**src/rtl/fgs_pkg.sv**
```systemverilog
package fgs_pkg;

   typedef enum logic [1:0] {
      PH_GATE  = 2'd0,
      PH_LATCH = 2'd1,
      PH_CLEAR = 2'd2
   } fgs_phase_e;

   function automatic int fgs_max(input int a, input int b);
      return (a > b) ? a : b;
   endfunction

endpackage

```
**src/rtl/fgs_sync_edge.sv**
```systemverilog
module fgs_sync_edge #(
   parameter int STAGES = 2
) (
   input  logic clk,
   input  logic rst,
   input  logic din,
   output logic rise
);

   if (STAGES < 1) begin : g_bad_stages
      $error("fgs_sync_edge: STAGES must be at least 1 (R10)");
   end

   // pipe[STAGES-1] is the synchronised level, pipe[STAGES] its one-cycle delay
   logic [STAGES:0] pipe;

   always_ff @(posedge clk) begin
      if (rst) pipe <= '0;
      else     pipe <= {pipe[STAGES-1:0], din};
   end

   assign rise = pipe[STAGES-1] & ~pipe[STAGES];

   // a held level never yields two edge pulses back to back
   assert_single_rise_R8: assert property (@(posedge clk) disable iff (rst)
      rise |=> !rise);

endmodule

```
**src/rtl/fgs_gate_timer.sv**
```systemverilog
module fgs_gate_timer #(
   parameter int PRE_BITS = 14,
   parameter int POST_DIV = 4
) (
   input  logic clk,
   input  logic rst,
   input  logic run,
   output logic done
);

   if (PRE_BITS < 1) begin : g_bad_pre
      $error("fgs_gate_timer: PRE_BITS must be at least 1 (R10)");
   end
   if (POST_DIV < 1) begin : g_bad_post
      $error("fgs_gate_timer: POST_DIV must be at least 1 (R10)");
   end

   logic [PRE_BITS-1:0] pre_cnt;
   logic                tick;

   always_ff @(posedge clk) begin
      if (rst || !run) pre_cnt <= '0;
      else             pre_cnt <= pre_cnt + 1'b1;
   end

   assign tick = run & (&pre_cnt);

   if (POST_DIV == 1) begin : g_post_pass
      assign done = tick;
   end else begin : g_post_mod
      localparam int PW = $clog2(POST_DIV);
      localparam logic [PW-1:0] POST_LAST = PW'(POST_DIV - 1);
      logic [PW-1:0] post_cnt;

      always_ff @(posedge clk) begin
         if (rst || !run)  post_cnt <= '0;
         else if (tick)    post_cnt <= (post_cnt == POST_LAST) ? '0 : post_cnt + 1'b1;
      end

      assign done = tick & (post_cnt == POST_LAST);
   end

   // the end-of-window flag is a single-cycle event
   assert_done_single_R2: assert property (@(posedge clk) disable iff (rst)
      done |=> !done);

endmodule

```
**src/rtl/fgs_phase_ctl.sv**
```systemverilog
module fgs_phase_ctl
   import fgs_pkg::*;
#(
   parameter int LATCH_CYC = 66,
   parameter int CLEAR_CYC = 66
) (
   input  logic       clk,
   input  logic       rst,
   input  logic       win_done,
   output fgs_phase_e phase
);

   if (LATCH_CYC < 1 || CLEAR_CYC < 1) begin : g_bad_strobe
      $error("fgs_phase_ctl: strobe widths must be at least 1 (R10)");
   end

   localparam int SW = $clog2(fgs_max(LATCH_CYC, CLEAR_CYC) + 1);
   localparam logic [SW-1:0] LATCH_LAST = SW'(LATCH_CYC - 1);
   localparam logic [SW-1:0] CLEAR_LAST = SW'(CLEAR_CYC - 1);

   logic [SW-1:0] strobe_cnt;

   always_ff @(posedge clk) begin
      if (rst) begin
         phase      <= PH_GATE;
         strobe_cnt <= '0;
      end else begin
         unique case (phase)
            PH_GATE: begin
               strobe_cnt <= '0;
               if (win_done) phase <= PH_LATCH;
            end
            PH_LATCH: begin
               if (strobe_cnt == LATCH_LAST) begin
                  phase      <= PH_CLEAR;
                  strobe_cnt <= '0;
               end else begin
                  strobe_cnt <= strobe_cnt + 1'b1;
               end
            end
            PH_CLEAR: begin
               if (strobe_cnt == CLEAR_LAST) begin
                  phase      <= PH_GATE;
                  strobe_cnt <= '0;
               end else begin
                  strobe_cnt <= strobe_cnt + 1'b1;
               end
            end
            default: begin
               phase      <= PH_GATE;
               strobe_cnt <= '0;
            end
         endcase
      end
   end

   // the window can only close while the gate phase is active
   assert_done_in_gate_R2: assert property (@(posedge clk) disable iff (rst)
      win_done |-> (phase == PH_GATE));

   // the strobe counter never runs past the latch width
   assert_latch_bound_R3: assert property (@(posedge clk) disable iff (rst)
      (phase == PH_LATCH) |-> (strobe_cnt <= LATCH_LAST));

   // the strobe counter never runs past the clear width
   assert_clear_bound_R4: assert property (@(posedge clk) disable iff (rst)
      (phase == PH_CLEAR) |-> (strobe_cnt <= CLEAR_LAST));

endmodule

```
**src/rtl/freq_gate_seq.sv**
```systemverilog
module freq_gate_seq
   import fgs_pkg::*;
#(
   parameter int REF_HZ      = 65536,
   parameter int PRE_BITS    = 14,
   parameter int POST_DIV    = 4,
   parameter int LATCH_CYC   = 66,
   parameter int CLEAR_CYC   = 66,
   parameter int SYNC_STAGES = 2
) (
   input  logic clk,
   input  logic rst,
   input  logic sig_in,
   output logic cnt_pulse_n,
   output logic gate_open,
   output logic latch_en,
   output logic cnt_clear
);

   localparam longint WINDOW_CYC = (longint'(1) << PRE_BITS) * longint'(POST_DIV);

   if (longint'(REF_HZ) != WINDOW_CYC) begin : g_bad_ref
      $error("freq_gate_seq: REF_HZ must equal 2**PRE_BITS * POST_DIV (R10)");
   end

   logic       sig_rise;
   logic       win_done;
   fgs_phase_e phase;

   fgs_sync_edge #(.STAGES(SYNC_STAGES)) u_sync (
      .clk  (clk),
      .rst  (rst),
      .din  (sig_in),
      .rise (sig_rise)
   );

   fgs_gate_timer #(.PRE_BITS(PRE_BITS), .POST_DIV(POST_DIV)) u_timer (
      .clk  (clk),
      .rst  (rst),
      .run  (gate_open),
      .done (win_done)
   );

   fgs_phase_ctl #(.LATCH_CYC(LATCH_CYC), .CLEAR_CYC(CLEAR_CYC)) u_phase (
      .clk      (clk),
      .rst      (rst),
      .win_done (win_done),
      .phase    (phase)
   );

   assign gate_open = (phase == PH_GATE);
   assign latch_en  = (phase == PH_LATCH);
   assign cnt_clear = (phase == PH_CLEAR);

   // two-input NAND of the detected edge and the window, registered
   always_ff @(posedge clk) begin
      if (rst) cnt_pulse_n <= 1'b1;
      else     cnt_pulse_n <= ~(sig_rise & gate_open);
   end

   // the three phase outputs never overlap and never all drop
   assert_one_phase_R5: assert property (@(posedge clk) disable iff (rst)
      $countones({gate_open, latch_en, cnt_clear}) == 1);

   // latch strobe follows the window at once
   assert_latch_after_gate_R3: assert property (@(posedge clk) disable iff (rst)
      $fell(gate_open) |-> latch_en);

   // clear strobe follows the latch strobe at once
   assert_clear_after_latch_R4: assert property (@(posedge clk) disable iff (rst)
      $fell(latch_en) |-> cnt_clear);

   // a new window follows the clear strobe at once
   assert_gate_after_clear_R4: assert property (@(posedge clk) disable iff (rst)
      $fell(cnt_clear) |-> gate_open);

   // a count pulse only follows a cycle with the window open
   assert_pulse_in_window_R7: assert property (@(posedge clk) disable iff (rst)
      !cnt_pulse_n |-> $past(gate_open));

   // count pulses are one cycle wide
   assert_pulse_width_R8: assert property (@(posedge clk) disable iff (rst)
      !cnt_pulse_n |=> cnt_pulse_n);

endmodule

```
**config.mk**
```make
export PLATFORM = sky130hd
export DESIGN_NAME = freq_gate_seq
export DESIGN_NICKNAME = d
export VERILOG_FILES = /design/src/rtl/fgs_pkg.sv /design/src/rtl/fgs_sync_edge.sv /design/src/rtl/fgs_gate_timer.sv /design/src/rtl/fgs_phase_ctl.sv /design/src/rtl/freq_gate_seq.sv
export SDC_FILE = /design/constraint.sdc
export NUM_CORES = 1
export LEC_CHECK = 0
export BUFFER_PORTS_ARGS = -buffer_cell sky130_fd_sc_hd__buf_4
export CAP_MARGIN = 10
export CORE_MARGIN = 1
export CORE_UTILIZATION = 35
export DETAILED_ROUTE_END_ITERATION = 8
export PLACE_DENSITY = 0.62
export SLEW_MARGIN = 20
export SYNTH_ARGS = -nofsm -noshare
export SYNTH_HDL_FRONTEND = slang
export SYNTH_HIERARCHICAL = 1
export SYNTH_SLANG_ARGS = --single-unit
```
**constraint.sdc**
```tcl
create_clock -name clk -period 4.3 [get_ports clk]
set_clock_uncertainty 0.2 [all_clocks]
set_input_delay 0.215 -clock clk [delete_from_list [all_inputs] [get_ports clk]]
set_output_delay 0.215 -clock clk [all_outputs]
set_load 0.01 [all_outputs]
```
* Yosys cells after proc, flatten, opt, wreduce, memory -nomap -nowiden
Cells that the tools add are included.
Operators by class: add/subtract/negate cells 3, multiply operators 0, div/mod/pow operators 0, magnitude comparators 0, eq/ne operators 7, shift operators 0, mux-type cells 5, bitwise operators 7, reduce and logical (&&, ||, !) cells 7
Operator list (number):
- adder 14 x 1 -> 14 bit (second input constant) | 1
- AND reduction 14 bit | 1
- 2-to-1 mux 2 bit | 4
- adder 7 x 1 -> 7 bit (second input constant) | 1
- == test 7 bit (second input constant) | 1
- != test 2 x 1 -> 1 bit (second input constant) | 3
- one-hot mux 2 bit (3 select lines) | 1
- bitwise AND 1 bit | 4
- == test 2 bit (second input constant) | 2
- NOT 1 bit | 3
- AND reduction 3 bit | 1
- OR reduction 3 bit | 1
- adder 2 x 1 -> 2 bit (second input constant) | 1
- == test 2 x 1 -> 1 bit (second input constant) | 1
- logical NOT 2 bit | 1
- OR reduction 2 bit | 1
- logical NOT 1 bit | 1
- logical OR 1 bit | 1
Word-level totals: register bits after elaboration 29, bits in latches 0, memory bits (writable) 0, bits in read-only memories 0, memories kept 0

* Logic depth before layout (Yosys ltp)
word-level depth 5, depth in mapped cells 7, mapped depth without buffers 7

* Hierarchy
Netlist, hierarchy kept.
Modules (own cells, without submodules):
- fgs_gate_timer | times used 1, cells each 81, area an instance 740.7 µm²
- fgs_phase_ctl | times used 1, cells each 47, area an instance 441.7 µm²
- fgs_sync_edge | times used 1, cells each 7, area an instance 87.6 µm²
- freq_gate_seq | times used 1, cells each 5, area an instance 48.8 µm²

* Least setup slack after synthesis
OpenSTA, ideal clock, no wires.
kind register to register, start reg u_timer.pre_cnt[0], end reg u_phase.phase[1], library setup time 0.070 ns, data arrival time 1.831 ns, path slack 2.199 ns, cell stages (with the launch flop) 8, buffers on the path 0, path through dfxtp_1 ha_1 nand4_4 nor4_2 and2_1 nor2b_1 or3b_1 a21oi_1
Between the ends: cells in the longest elaborated chain, start to end 5
RTL lines:
- start: declaration | RTL line fgs_gate_timer.sv:18 | logic [PRE_BITS-1:0] pre_cnt;
- start signal: assignment | RTL line fgs_gate_timer.sv:23 | else pre_cnt <= pre_cnt + 1'b1;
- AND reduction 14 bit | RTL line fgs_gate_timer.sv:26 | assign tick = run & (&pre_cnt);
- bitwise AND 1 bit | RTL line fgs_gate_timer.sv:26
- bitwise AND 1 bit | RTL line fgs_gate_timer.sv:40 | assign done = tick & (post_cnt == POST_LAST);
- named net win_done | RTL line freq_gate_seq.sv:27 | logic win_done;
- != test 2 x 1 -> 1 bit (no source line)
- AND reduction 3 bit (no source line)
- end signal: assignment | RTL line fgs_phase_ctl.sv:25 | phase <= PH_GATE;
- end signal: assignment | RTL line fgs_phase_ctl.sv:31 | if (win_done) phase <= PH_LATCH;
- end signal: assignment | RTL line fgs_phase_ctl.sv:35 | phase <= PH_CLEAR;
- end: declaration | RTL line fgs_phase_ctl.sv:10 | output fgs_phase_e phase
The timed path passes the listed nets, and every way through them passes these cells. A chain may end at the register's enable or synchronous reset.

* Final worst setup path
Same ends and word-level chain as after synthesis.

==> run summary <==
The register cell area after layout is 581 um2, and the placed standard-cell area is 1410 um2. The worst endpoint required time was 4.31 ns; the distinct cell type count after synthesis was 35. The tools report the relative slew slack as 54.9%.

For the sum of routed wire length over all layers, the log shows 2.25 mm. The clock passes through at most 2 buffers. Summing the areas of all compound-gate instances in the mapped netlist gives 8.35% of the synthesized area.

The detailed-route vias per instance came out at 5.08. Setup repair after global routing left no endpoint under its margin. TritonCTS built the clock tree. The clock drives 29 sinks. The worst register-to-register path begins at u_timer/pre_cnt[0]. 7 I/O pins were placed.

The portion of netlist area occupied by mux cells was 3.04%; the CTS buffer count was 5. The antenna diode instance count is 0. The run gives 44.1% as the end-of-flow core utilization.

The worst hold path terminates at u_sync/pipe[1]. The number of instances in the synthesized netlist came out at 140. Number of nets in the finished design: 165. The clock period could shrink to 2.25 ns. The residual antenna-violating net count after detailed routing is 0.

Measured along the x axis, the die boundary spans 63.4 um. STA classifies the critical path startpoint as a flop. The run gives 0 as the initial antenna violation count. Synthesis produced a netlist with a net count of 151. The cell area after technology mapping is 1320 um2, and the post-layout total power is 0.511 mW. The number of levels the H-tree was split into came out at 2. The layout cell share with drive strength beyond 1 is 12.3%. For the leakage component of the power, the log shows 0.550 nW. Before antenna repair, the detailed router went through 4 iterations. A synthesized cell averages 9.42 um2. The run gives 3.90 mm as the wire length of the first global-routing pass.

The arrival time reported for the critical path endpoint was 2.26 ns. For the final routed database, the setup TNS stands at 0 ns. With fillers left out, the area of the finished cells amounts to 1530 um2.

From synthesis to final layout, the design area changed by 16.0%. The count of warnings emitted by yosys is 6, and the share of flip-flops with an asynchronous set or reset is 0%. The ratio of total power to cell area was 334 nW/um2. The simple-gate area share of the yosys netlist works out to 29.4%. Start point of the worst hold path: u_sync/pipe[0]. Hold violation total from the final report: 0. At the later pin of the worst-skew pair, clock insertion delay measures 0.28 ns. The run finished with clean final reports. In this run, synthesis inferred 0 flip-flops with an integrated enable. The worst register-to-register path has a depth of 7. The pin count of the biggest net entering global routing is 12.

The path class of the tightest hold or removal check is reg2reg. Number of stages on the worst hold path: 1. The worst setup path is of the reg2reg kind. The routed wire length per instance is 11.2 um, and the fraction of the cycle the final worst path needs is 52.3%. The sequential area share after synthesis was 44.0%. By area, the combinational part of the netlist is dominated by simple AND/OR/NAND/NOR gates. Once detailed placement completed, the half-perimeter wirelength came to 1.63 mm. The tree is rooted in a clkbuf_8. The number of max-slew violations in the final report is 0, and the number of max-cap violations is 0.

In this run the standard cell core region covers 3470 um2. The tools report the final routed DRC violation total as 0. In this run the vertical extent of the chip is 63.4 um. STA classifies the critical path endpoint as a flop. The clock-pin transition on the worst setup and hold timing paths came out at 0.06 ns.

Routability-driven placement finished with a final weighted congestion of 0.795. The flip-flop and latch count after synthesis was 29; the post-synthesis adder-cell area fraction was 7.59%. For this block, the via count after detailed routing is 1015.

Setup slack of the most critical reg-to-reg path: 2.05 ns. At the pin with the least slew margin, the transition time is 0.676 ns. Global routing used 12.9% of the available tracks. The count of input and output buffers was 6; the highest achievable clock rate was 0.445 GHz.

After global routing the overflow that remains totals 0. The tools report the number of global-route vias before repair as 916. The run gives 4020 um2 as the area of the die. In this run, the number of DRC markers left after iteration 0 of detailed routing was 68. The endpoint identified for the worst register-to-register timing path is u_phase/phase[1]. The number of failing setup endpoints in the final timing report was 0; the multi-input combinational cell area was 708 um2.

The most used flip-flop cell after synthesis is dfxtp_1. In this run the worst path has a maximum fanout of 9. The logs give 137 uV for the highest ir drop seen on vdd and 21 for the row count. Once the floorplan was initialized, standard cells occupied 38.0% of the core. Fill cells in the final layout number 349. Summing the areas of all xor and xnor instances in the mapped netlist gives 5.31% of the synthesized area.
==> synth_stat cells, drive strengths merged, types with 2 or more instances <==
library cell | count | area share [%]
dfxtp | 29 | 44
nor2 | 15 | 4.3
nand2 | 9 | 2.6
ha | 8 | 7.6
nand3 | 8 | 3.0
a21oi | 7 | 2.7
nor2b | 7 | 3.5
inv | 5 | 1.4
mux2i | 4 | 3.0
nand4 | 4 | 3.5
nor4 | 4 | 2.8
o21ai | 4 | 1.5
or3 | 4 | 1.9
xnor2 | 4 | 2.7
xor2 | 4 | 2.7
nand2b | 3 | 1.4
o31ai | 3 | 1.7
or4 | 3 | 1.7
and2 | 2 | 0.95
and3 | 2 | 1.0
clkbuf | 2 | 0.57
==> flip-flops by register name (all words and copies together) (netlist names) <==
signal,flops
u_timer/pre_cnt,14
u_phase/strobe_cnt,7
u_sync/pipe,3
u_phase/phase,2
u_timer/g_post_mod.post_cnt,2
cnt_pulse_n,1
==> worst max path at each step <==
stage                             endpoint  depth (start not counted)                from  slack [ns]
after global routing      u_phase/phase[0]                          6  u_timer/pre_cnt[0]        1.88
after floorplan           u_phase/phase[1]                          7  u_timer/pre_cnt[0]        2.20
final                     u_phase/phase[1]                          7  u_timer/pre_cnt[0]        2.05
after CTS                 u_phase/phase[1]                          7  u_timer/pre_cnt[0]        2.03
after global placement    u_phase/phase[1]                          7  u_timer/pre_cnt[0]        2.11
after detailed placement  u_phase/phase[1]                          7  u_timer/pre_cnt[0]        2.04
==> critical path: stages, from the launching register on <==
cell and delay [ns]:
dfxtp_1 0.37, ha_1 0.27, nand4_4 0.17, nor4_2 0.46, and2_1 0.21, nor2b_1 0.06, or3b_1 0.34, a21oi_1 0.12
==> through the flow <==
stage	std cells	setup WS (ns)	hold slack [ns]
after floorplan	140	2.20	0.0841
after global placement	190	2.11	0.218
after detailed placement	190	2.04	0.233
after CTS	200	2.03	0.246
after global routing	200	1.88	0.251
final	200	2.05	0.236
==> layer usage <==
metal  vias up  global-route usage, %  part of all wire (%)  routed length, um
li1        520                      -                     -                  -
met1       477                   13.9                    45               1000
met2        11                   20.3                    49               1110
met3         7                   5.98                   3.8                 86
met4         0                   8.24                   2.3                 51
met5         -                      0                     0                  0
==> where the power goes <==
group / switching, mW / internal, mW / leakage, nW
clock network: 0.0934 / 0.126 / 0.0443
registers: 0.00319 / 0.273 / 0.235
logic: 0.00740 / 0.00754 / 0.271
==> placed cells by master, fill, tap and decap left out, types with 3 or more instances in the layout <==
cell type      count
a21oi_1            7
nor2b_1            6
clkbuf_8           6
nand2_1            9
buf_4              6
inv_1              5
ha_1               8
dlygate4sd3_1      3
mux2i_1            4
dfxtp_1           29
nor2_1            15
nand2b_1           3
or4_1              3
xor2_1             4
o31ai_1            3
nand3_1            8
or3_1              4
xnor2_1            4
o21ai_0            4
==> what timing repair did <==
| action | 4_1_cts | 5_1_grt |
|---|---|---|
| setup buffers | 0 | 0 |
| hold buffers | 3 | 0 |
| gates resized for setup | 0 | 0 |
| endpoints found under the hold margin | 6 | 0 |
==> cell type report <==
class | instances | share of cell area [%]
Inverter | 6 | 1.47
Clock buffer | 7 | 5.64
Multi-Input combinational cell | 103 | 46.3
Sequential cell | 29 | 37.9
Tap cell | 46 | 3.76
Timing Repair Buffer | 9 | 4.91
==> cells by family after synthesis <==
kind of cell | after synthesis
muxes | 4
DFF | 29
and+or+nand+nor | 65
buffers and inverters | 8
adders and majority gates | 8
AOI/OAI and AO/OA | 18
xor gates and xnor gates | 8
Power figures use the tool's default switching activity.
